**config.mk**
```make
export PLATFORM = sky130hd
export DESIGN_NAME = bcd_addsub
export DESIGN_NICKNAME = d
export VERILOG_FILES = /design/src/rtl/bcd_addsub_pkg.sv /design/src/rtl/bcd_nines_comp.sv /design/src/rtl/bcd_digit_stage.sv /design/src/rtl/bcd_addsub.sv
export SDC_FILE = /design/constraint.sdc
export NUM_CORES = 1
export LEC_CHECK = 0
export BUFFER_PORTS_ARGS = -buffer_cell sky130_fd_sc_hd__buf_4
export CAP_MARGIN = 20
export CORE_MARGIN = 2
export CORE_UTILIZATION = 51
export CTS_CLUSTER_DIAMETER = 80
export DETAILED_ROUTE_END_ITERATION = 12
export PLACE_DENSITY = 0.91
export SLEW_MARGIN = 10
export SYNTH_ARGS = -nofsm -noshare
export SYNTH_HDL_FRONTEND = slang
export SYNTH_SLANG_ARGS = --single-unit
```
**constraint.sdc**
```tcl
create_clock -name clk -period 0.8 [get_ports clk]
set_input_delay 0.04 -clock clk [delete_from_list [all_inputs] [get_ports clk]]
set_output_delay 0.04 -clock clk [all_outputs]
set_load 0.02 [all_outputs]
```
**src/rtl/bcd_addsub_pkg.sv**
```systemverilog
package bcd_addsub_pkg;

  typedef logic [3:0] digit_t;
  typedef logic [4:0] raw_t;

  // Mode-controlled nines' complement built from per-bit equations
  function automatic digit_t nines_comp(input digit_t d, input logic m);
    digit_t r;
    r[0] = d[0] ^ m;
    r[1] = d[1];
    r[2] = m ? (d[2] ^ d[1]) : d[2];
    r[3] = m ? ~(d[3] | d[2] | d[1]) : d[3];
    return r;
  endfunction

  // Plain binary sum of two digits and a carry, range 0..19 for valid input
  function automatic raw_t raw_add(input digit_t a, input digit_t b, input logic c);
    return {1'b0, a} + {1'b0, b} + {4'd0, c};
  endfunction

  // Carry-detect equation: binary carry, or bit 3 with bit 2 or bit 1
  function automatic logic needs_fix(input raw_t r);
    return r[4] | (r[3] & (r[2] | r[1]));
  endfunction

  // Add 0110 when correcting; the carry of this add is dropped
  function automatic digit_t fix_digit(input raw_t r, input logic f);
    digit_t low;
    low = r[3:0];
    return f ? (low + 4'b0110) : low;
  endfunction

endpackage

```
**src/rtl/bcd_nines_comp.sv**
```systemverilog
module bcd_nines_comp
  import bcd_addsub_pkg::*;
(
  input  logic [3:0] din,
  input  logic       inv,
  output logic [3:0] dout
);
  always_comb dout = nines_comp(din, inv);
endmodule

```
**src/rtl/bcd_digit_stage.sv**
```systemverilog
module bcd_digit_stage
  import bcd_addsub_pkg::*;
(
  input  logic [3:0] a,
  input  logic [3:0] b,
  input  logic       cin,
  output logic [3:0] sum,
  output logic       cout,
  output logic [4:0] raw
);
  logic fix;

  always_comb begin
    raw  = raw_add(a, b, cin);
    fix  = needs_fix(raw);
    sum  = fix_digit(raw, fix);
    cout = fix;
  end
endmodule

```
**src/rtl/bcd_addsub.sv**
```systemverilog
module bcd_addsub
  import bcd_addsub_pkg::*;
#(
  parameter int unsigned NUM_DIGITS = 4,
  parameter bit          REG_OUT    = 1'b1
)(
  input  logic                    clk,
  input  logic                    rst_n,
  input  logic                    sub_mode,
  input  logic [4*NUM_DIGITS-1:0] opa,
  input  logic [4*NUM_DIGITS-1:0] opb,
  output logic [4*NUM_DIGITS-1:0] result,
  output logic                    carry_out
);
  localparam int unsigned W = 4 * NUM_DIGITS;

  // Named internal events, visible to the bound checker
  logic [NUM_DIGITS:0]     carry_chain;
  logic [W-1:0]            opb_eff;
  logic [W-1:0]            comb_result;
  logic                    comb_cout;
  logic [5*NUM_DIGITS-1:0] stage_raw;

  assign carry_chain[0] = sub_mode;

  for (genvar i = 0; i < NUM_DIGITS; i++) begin : g_digit
    bcd_nines_comp u_cmp (
      .din  (opb[4*i +: 4]),
      .inv  (sub_mode),
      .dout (opb_eff[4*i +: 4])
    );

    bcd_digit_stage u_stage (
      .a    (opa[4*i +: 4]),
      .b    (opb_eff[4*i +: 4]),
      .cin  (carry_chain[i]),
      .sum  (comb_result[4*i +: 4]),
      .cout (carry_chain[i+1]),
      .raw  (stage_raw[5*i +: 5])
    );
  end

  assign comb_cout = carry_chain[NUM_DIGITS];

  if (REG_OUT) begin : g_reg
    always_ff @(posedge clk or negedge rst_n) begin
      if (!rst_n) begin
        result    <= '0;
        carry_out <= 1'b0;
      end else begin
        result    <= comb_result;
        carry_out <= comb_cout;
      end
    end
  end else begin : g_comb
    assign result    = comb_result;
    assign carry_out = comb_cout;
  end

endmodule

```
; ---- After elaboration in Yosys (flattened, before gate mapping)
; Cells that the tools add are included.
[classes]
addsub = 12
n_mux = 12
bitwise_logic = 32
[ops]
columns = cell, n
row1 = 4-bit by 4-bit adder with 5-bit output, 4
row2 = 5-bit by 1-bit adder with 5-bit output, 4
row3 = 4-bit by 3-bit adder with 4-bit output (second input constant), 4
row4 = 4-bit two-way mux, 4
row5 = 1-bit bitwise OR, 16
row6 = 1-bit two-way mux, 8
row7 = 1-bit XOR, 8
row8 = 1-bit AND, 4
row9 = 1-bit NOT, 4
[word_totals]
register_bits = 17
input_bits = 35
output_inout_bits = 17
wordCells = 58

; ---- Logic depth before layout (Yosys ltp)
; Gate-level depths: netlist of run 1.
[logic_depth]
ltp_word = 22
depth_mapped = 33
depth_no_buf = 32

; ---- Modules after synthesis
; From an unflattened synthesis of run 1, not the netlist that was laid out.
[hier_totals]
cells_unflattened = 199
hier_area_um2 = 1879.3
[modules_own_cells]
columns = module, n_inst, cells_each, area_per_inst_um2, seq_area_each_um2
row1 = bcd_digit_stage (g_digit[0].u_stage ...), 3, 40, 319.1, 0.0
row2 = bcd_addsub, 1, 17, 425.4, 425.4
row3 = bcd_digit_stage (g_digit[2].u_stage), 1, 38, 316.6, 0.0
row4 = bcd_nines_comp, 4, 6, 45.0, 0.0

; ---- Worst setup path before layout of run 1
; Ideal clock, no wire load.
[synth_path]
kind = in2reg
from = input sub_mode
to = register result[14]
setup_ns = 0.079
arrival_ns = 6.604
required_time_ns = 0.721
setup_slack_ns = -5.884
cell_stages = 30
n_path_buf = 1
cell_sequence = buf_1 > nand2_1 > xnor2_1 > ha_1 > xor2_1 > ha_1 > o21ai_2 > inv_1 > fa_1 > inv_1 > fa_1 > inv_1 > ha_1 > nor2b_1 > a22oi_1 > o311a_1 > fa_1 > inv_1 > fa_1 > xnor2_1 > ha_1 > o311a_1 > fa_1 > fa_1 > xor2_1 > ha_1 > nor2b_1 > a22o_1 > a211oi_4 > mux2i_1
[synth_via]
elab_chain_cells = 19
elab_cells_between_ends = 34
cone_classes = add/sub: 9 / mux: 9 / bitwise: 16
[synth_lines]
columns = item, line
row1 = start: declaration, bcd_addsub.sv:9  ; input logic sub_mode,
row2 = 1-bit XOR or 1-bit two-way mux (tied branches), "bcd_addsub_pkg.sv:9, bcd_addsub_pkg.sv:11"
row3 = 4-bit by 4-bit adder with 5-bit output, bcd_addsub_pkg.sv:18  ; return {1'b0, a} + {1'b0, b} + {4'd0, c};
row4 = 5-bit by 1-bit adder with 5-bit output, bcd_addsub_pkg.sv:18
row5 = 1-bit bitwise OR, bcd_addsub_pkg.sv:23  ; return r[4] | (r[3] & (r[2] | r[1]));
row6 = 1-bit AND, bcd_addsub_pkg.sv:23
row7 = 1-bit bitwise OR, bcd_addsub_pkg.sv:23
row8 = 5-bit by 1-bit adder with 5-bit output, bcd_addsub_pkg.sv:18
row9 = 1-bit bitwise OR, bcd_addsub_pkg.sv:23
row10 = (+2 left out), n/a
row11 = 5-bit by 1-bit adder with 5-bit output, bcd_addsub_pkg.sv:18
row12 = 1-bit bitwise OR, bcd_addsub_pkg.sv:23
row13 = 1-bit AND, bcd_addsub_pkg.sv:23
row14 = 1-bit bitwise OR, bcd_addsub_pkg.sv:23
row15 = 5-bit by 1-bit adder with 5-bit output *, bcd_addsub_pkg.sv:18
row16 = branches (longest 3 deep; another with 4-bit by 3-bit adder with 4-bit output), n/a
row17 = 4-bit two-way mux *, bcd_addsub_pkg.sv:30  ; return f ? (low + 4'b0110) : low;
row18 = net comb_result[14], bcd_addsub.sv:20  ; logic [W-1:0] comb_result;
row19 = end signal: assignment, bcd_addsub.sv:51  ; result <= comb_result;
row20 = end: declaration, bcd_addsub.sv:12  ; output logic [4*NUM_DIGITS-1:0] result,
; Mark *: on every way through the listed nets, which the timed path passes.

; ---- Worst setup path after layout of run 1
; Ends and elaborated chain as after synthesis.

==> impl_metrics.ini, run 1 <==
[global_route]
grt_max_degree = 18
grt_pass1_vias = 1630
grtUsageTotal_pct = 26.3
globalRouteOverflowTotal = 0
grt_pass1_wl_mm = 6.96
antenna_found_initial = 0

[synth]
async_reset_ff_share_pct = 100
yosysTopAreaCell = dfrtp_1
netlist_top_cells_area = dfrtp_1 (27%), ha_1 (16%), fa_1 (8.9%)
synth_area_per_cell_sq_um = 9.97
synth.top_cell.area_share_pct = 27.0
synth-edff-count = 0
syn_nets = 220
synthFlopType = dfrtp_1
synthesis.area_sq_mm = 0.00158
ys_ff_latch = 17
synthCells = 158
yosys_warnings = 0
ys_types = 30
ys_seq_area_share_pct = 27.0

[sta]
relSlewSlack_pct = 80.5
tightestPinTransition_ns = 0.289
hold_violations = 0
finalWorstSetupSlack_ns = -5.37
finalMaxSlewViolations = 0
period_minus_slack_ns = 6.17
holdWs_ns = 0.0117
grt_setup_unrepaired = yes
setup_viol = 33
fmax_ghz = 0.162
fin_crit_sh_pct = 772

[min_path]
holdPathStages = 3
hp-start = opb[0]
hold_path_end = result[0]$_DFF_PN0_
holdCritPathClass = in -> reg

[setup_path]
crit_path_end_kind = flip-flop
cp_common_cell = fa_2
cp.arrival_ns = 6.40
worst_setup_path_start_kind = input port
critical_path_class = in -> reg
critPathRequiredTime_ns = 1.02
cp_slowest_cell = fa_2
cp_max_fo = 4
cpPeakStageDelay_ns = 0.53

[pwr]
switchingPower_mw = 2.78
power_leakage_nw = 1.34
internal_power_mw = 4.00
power_density_mw_per_mm2 = 2520
netSwitchingFraction_pct = 41.0
fin_total_pwr_mw = 6.78
p_seq_share_pct = 21.6
clkPwrFrac_pct = 6.9
ir_drop_v = 0.00127
p_comb_share_pct = 71.5

[cells_and_area]
utilization_pct = 89.7
mostFrequentLayoutCell = buf_4
syn2layout_area_growth_pct = 70.9
final_cells = 292
n_fill_cell = 127
layout.nets = 322
insertedDiodeCount = 0
drive_gt1_share_pct = 56.4
final_cell_mix = buf_4 (74), buf_6 (18), dfrtp_1 (17)

[cts]
cts.path.max_buffers = 2
cts.reportedPaths.clkPinSlew_ns = 0.11
cts_sinks = 17
cts-htree-levels = 1
clock-root-buffer = clkbuf_4
cts_buffers = 3
cts_tree = built

[drt]
vias = 1667
routed_wl_mm = 6.06
vias_per_cell = 5.71
drtIter0Drc = 89
wl_per_cell_microns = 20.7
drt_pass1_iterations = 5
drc = 0
drtAntennaViolNets = 0

[run_status]
violations = negative setup slack
outcome = finished with violations

[die]
die_area_sq_mm = 0.00355
die_y_microns = 59.6
io_pins = 52
initial_core_util_pct = 52.5
rows = 20
dieWidth_microns = 59.6
coreArea_sq_mm = 0.00300

[placed_design]
gp_routability_congestion = 0.806
place_inst = 278
dpl.hpwl_mm = 3.23
portBuffers = 51

[run]
cap_violations = 0
==> repair_timing <==
| action | 4_1_cts | 5_1_grt |
|---|---|---|
| gates resized for setup | 28 | 24 |
| pin swaps | 1 | 13 |
| hold buffers | 2 | 0 |
| hold endpoints to repair | 18 | 0 |
| buffers inserted | 8 | 7 |
| endpoints found under the setup margin | 33 | 33 |
==> cell usage after synthesis, types with 2 or more instances <==
cell type  instances
a21o_1             6
a21oi_1            2
a22oi_1            2
and2b_1            2
dfrtp_1           17
fa_1               7
ha_1              20
inv_1             22
mux2_2             3
mux2i_1            5
mux4_2             2
nand2_1            5
nand2b_1           2
nand3_1            2
nor2_1            10
nor2b_1           11
nor3_1             2
o21ai_0            5
o21ai_1            3
o311a_1            2
xnor2_1           16
xor2_1             4
==> kinds of logic (layout without fill, tap and decap cells) <==
family                   count (synthesis)  after routing  share of synthesized area [%]
AND/OR/NAND/NOR                         35             35                           11.4
adder cells (fa/ha/maj)                 27             27                           24.8
AO/OA/AOI/OAI                           26             26                           12.0
buffers and inverters                   23            124                           5.48
XOR/XNOR                                20             20                           11.1
flip-flops                              17             17                           27.0
multiplexers                            10             10                           8.18
==> routing by layer <==
metal  part of all wire [%]  up-vias  global-route usage, %
met1                     36      802                   26.7
met3                    5.1       36                   3.06
met5                      0        -                      0
met2                     52      102                   54.5
li1                       -      727                      -
met4                    6.5        0                   7.30
==> state kept, by name, indices dropped and copies added, names as in the netlist <==
register	flops
result	16
carry_out	1
==> power by group through the flow <==
stage / clock network [mW] / registers, mW / logic (mW)
after floorplan: 0 / 1.87 / 1.64
after global placement: 0 / 1.38 / 3.58
after detailed placement: 0 / 1.39 / 3.76
after CTS: 0.453 / 1.45 / 4.26
after global routing: 0.514 / 1.48 / 5.09
final: 0.465 / 1.46 / 4.85
==> how the worst max path moves through the flow <==
stage | depth (start not counted) | startpoint | end
3_5_place_dp | 33 | opb[1] | result[14]$_DFF_PN0_
3_3_place_gp | 30 | opb[0] | result[14]$_DFF_PN0_
2_1_floorplan | 33 | sub_mode | result[14]$_DFF_PN0_
4_1_cts | 30 | opb[0] | result[14]$_DFF_PN0_
6_report | 33 | sub_mode | result[14]$_DFF_PN0_
5_1_grt | 33 | sub_mode | result[14]$_DFF_PN0_
==> critical path, delay by kind of cell <==
family,cells,cell delay [ns]
xor+xnor,3,0.41
mux,1,0.24
buf+inv,6,0.45
compound gates,8,1.59
simple gates,5,0.37
fa+ha+maj,10,3.25
==> layout make-up <==
cell class	instances	area, sq um	share of cell area [%]
clock buffer	3	22.5	0.836
inverter	22	82.6	3.07
multi-input combinational	118	1270	47.3
timing repair buffer	98	843	31.3
tap	33	41.3	1.53
clock inverter	1	5.00	0.186
sequential	17	425	15.8
==> through the flow <==
| step | cell area, sq um | setup WS [ns] | setup TNS (ns) |
|---|---|---|---|
| final | 2690 | -5.37 | -50.27 |
| after global routing | 2690 | -5.53 | -52.08 |
| after CTS | 2570 | -5.01 | -47.43 |
| after detailed placement | 2370 | -5.36 | -51.23 |
| after global placement | 2370 | -5.19 | -49.25 |
| after floorplan | 1670 | -5.24 | -48.22 |
Power figures use the tool's default switching activity.
==> run 2, diff against run 1 <==
--- a/config.mk
+++ b/config.mk
@@ -7,12 +7,15 @@
 export LEC_CHECK = 0
 export BUFFER_PORTS_ARGS = -buffer_cell sky130_fd_sc_hd__buf_4
 export CAP_MARGIN = 20
+export CELL_PAD_IN_SITES_DETAIL_PLACEMENT = 1
+export CELL_PAD_IN_SITES_GLOBAL_PLACEMENT = 2
 export CORE_MARGIN = 2
-export CORE_UTILIZATION = 51
+export CORE_UTILIZATION = 32
 export CTS_CLUSTER_DIAMETER = 80
 export DETAILED_ROUTE_END_ITERATION = 12
-export PLACE_DENSITY = 0.91
+export PLACE_DENSITY = 0.92
 export SLEW_MARGIN = 10
 export SYNTH_ARGS = -nofsm -noshare
 export SYNTH_HDL_FRONTEND = slang
+export SYNTH_HIERARCHICAL = 1
 export SYNTH_SLANG_ARGS = --single-unit
==> run 2 against run 1 <==
The flow still finishes with violations (negative setup slack). Wire length decreased by 1.4%. Core utilization is 31 points lower. Critical path type unchanged. Final area up 20%. Highest routed layer unchanged. First-iteration DRC count fell by 52%. Largest cell class unchanged.
==> impl_metrics.ini, run 2 <==
[sta]
hold_violations = 0
relSlewSlack_pct = 78.9
fin_crit_sh_pct = 866
period_minus_slack_ns = 6.93
finalWorstSetupSlack_ns = -6.13
fmax_ghz = 0.144
finalMaxSlewViolations = 0
setup_viol = 20
grt_setup_unrepaired = yes
tightestPinTransition_ns = 0.317

[cts]
cts_sinks = 17
cts.path.max_buffers = 2
cts_buffers = 3
cts.reportedPaths.clkPinSlew_ns = 0.07
clock-root-buffer = clkbuf_8
cts-htree-levels = 1
cts_tree = built

[setup_path]
critPathRequiredTime_ns = 0.94
cp.arrival_ns = 7.07
critical_path_class = in -> reg
cpPeakStageDelay_ns = 0.43
cp_max_fo = 5
crit_path_end_kind = flip-flop
cp_common_cell = fa_2
worst_setup_path_start_kind = input port
cp_slowest_cell = or4_4

[synth]
synthesis.area_sq_mm = 0.00185
syn_nets = 254
synthCells = 191
synth_area_per_cell_sq_um = 9.68
yosys_warnings = 6

[die]
io_pins = 52
die_area_sq_mm = 0.00640
initial_core_util_pct = 33.4
dieWidth_microns = 80.0
coreArea_sq_mm = 0.00554
die_y_microns = 80.0
rows = 27

[cells_and_area]
insertedDiodeCount = 0
largestRegisters = result: 16 flops, carry_out: 1 flops
final_cell_mix = buf_4 (92), inv_1 (28), buf_6 (23)
syn2layout_area_growth_pct = 75.4
regMostFlops = result
n_fill_cell = 601
utilization_pct = 58.6
post-route-cell-area_sq_mm = 0.00324
seqCellArea_sq_um = 425
multi_input_area_sq_mm = 0.00160
drive_gt1_share_pct = 61.1
mostFrequentLayoutCell = buf_4
largest_reg_flops = 16
layout.nets = 367

[placed_design]
pre_cts_slack_ns = -6.69
portBuffers = 51
dpl.hpwl_mm = 4.16
place_area_sq_mm = 0.00271
gp_routability_congestion = 0.820

[drt]
drtAntennaViolNets = 0
vias = 1781
routed_wl_mm = 5.97
wl_per_cell_microns = 15.9
drt_pass1_iterations = 4
drc = 0
drtIter0Drc = 43
vias_per_cell = 4.75

[global_route]
grt_max_degree = 18
grtUsageTotal_pct = 17.0
grt_pass1_vias = 1936
globalRouteOverflowTotal = 0
grt_pass1_wl_mm = 8.68
antenna_found_initial = 0

[min_path]
holdCritPathClass = in -> async

[pwr]
switchingPower_mw = 3.07
internal_power_mw = 4.71
ir_drop_v = 0.00132
power_leakage_nw = 1.60
clkPwrFrac_pct = 8.5
p_comb_share_pct = 72.7
netSwitchingFraction_pct = 39.5
power_density_mw_per_mm2 = 2400
p_seq_share_pct = 18.8

[run_status]
violations = negative setup slack
outcome = finished with violations

[run]
cap_violations = 0
[run 2: cell types whose count changed in the layout (fill, tap and decap cells not counted), sizes merged, moves of 7 or more]
cell	change
buf	+19
inv	+12
mux2i	+7
nor2	-10
xnor2	-7
xor2	+7
[run 2: area by class of cell]
| class | count | share of cell area (%) |
|---|---|---|
| Sequential cell | 17 | 13.1 |
| Multi-Input combinational cell | 132 | 49.2 |
| Inverter | 34 | 3.93 |
| Clock buffer | 4 | 1.39 |
| Timing Repair Buffer | 116 | 29.6 |
| Tap cell | 72 | 2.78 |
[run 2: critical path: cells and delay by family]
| family | cells | cell delay, ns |
|---|---|---|
| adders and majority gates | 12 | 3.85 |
| xor gates and xnor gates | 6 | 1.01 |
| and+or+nand+nor | 6 | 1.06 |
| AOI/OAI and AO/OA | 3 | 0.63 |
| buffers and inverters | 5 | 0.29 |
| muxes | 1 | 0.18 |
[run 2: path summary, 6_finish.rpt]
check / start / endpoint / slack [ns] / cells after the start
max: opb[0] / result[13]$_DFF_PN0_ / -6.13 / 33
min in group clk: sub_mode / result[0]$_DFF_PN0_ / 0.20 / 4
max in group asynchronous: rst_n / result[7]$_DFF_PN0_ / 0.41 / 2
min: rst_n / result[9]$_DFF_PN0_ / 0.20 / 2
[run 2: metal layers]
layer,wire (microns),track usage [%],vias to the layer above
li1,-,-,849
met1,2170,17.7,881
met2,3550,35.5,41
met3,141,1.47,10
met4,110,4.07,0
met5,0,0,-
[run 2: power by group through the flow]
stage	Combinational, mW	Clock [mW]	Sequential [mW]
floorplan	2.07	0	1.91
global placement	4.05	0	1.39
detailed placement	4.23	0	1.41
CTS	5.16	0.668	1.47
global route	6.05	0.708	1.49
finish	5.65	0.662	1.46
[run 2: metrics by stage]
step,cells,hold WS [ns],power (mW),TNS [ns]
after floorplan,191,-0.256,3.98,-60.42
after global placement,351,-0.0814,5.44,-63.32
after detailed placement,351,-0.0769,5.64,-65.71
after CTS,367,0.203,7.30,-58.28
after global routing,375,0.222,8.25,-63.79
final,375,0.196,7.78,-60.54
[run 2: repair_timing]
item	4_1_cts	5_1_grt
gates resized for setup	45	18
endpoints found under the setup margin	33	34
setup buffers	11	8
pin swaps	25	4
hold buffers	1	0
endpoints found under the hold margin	17	0
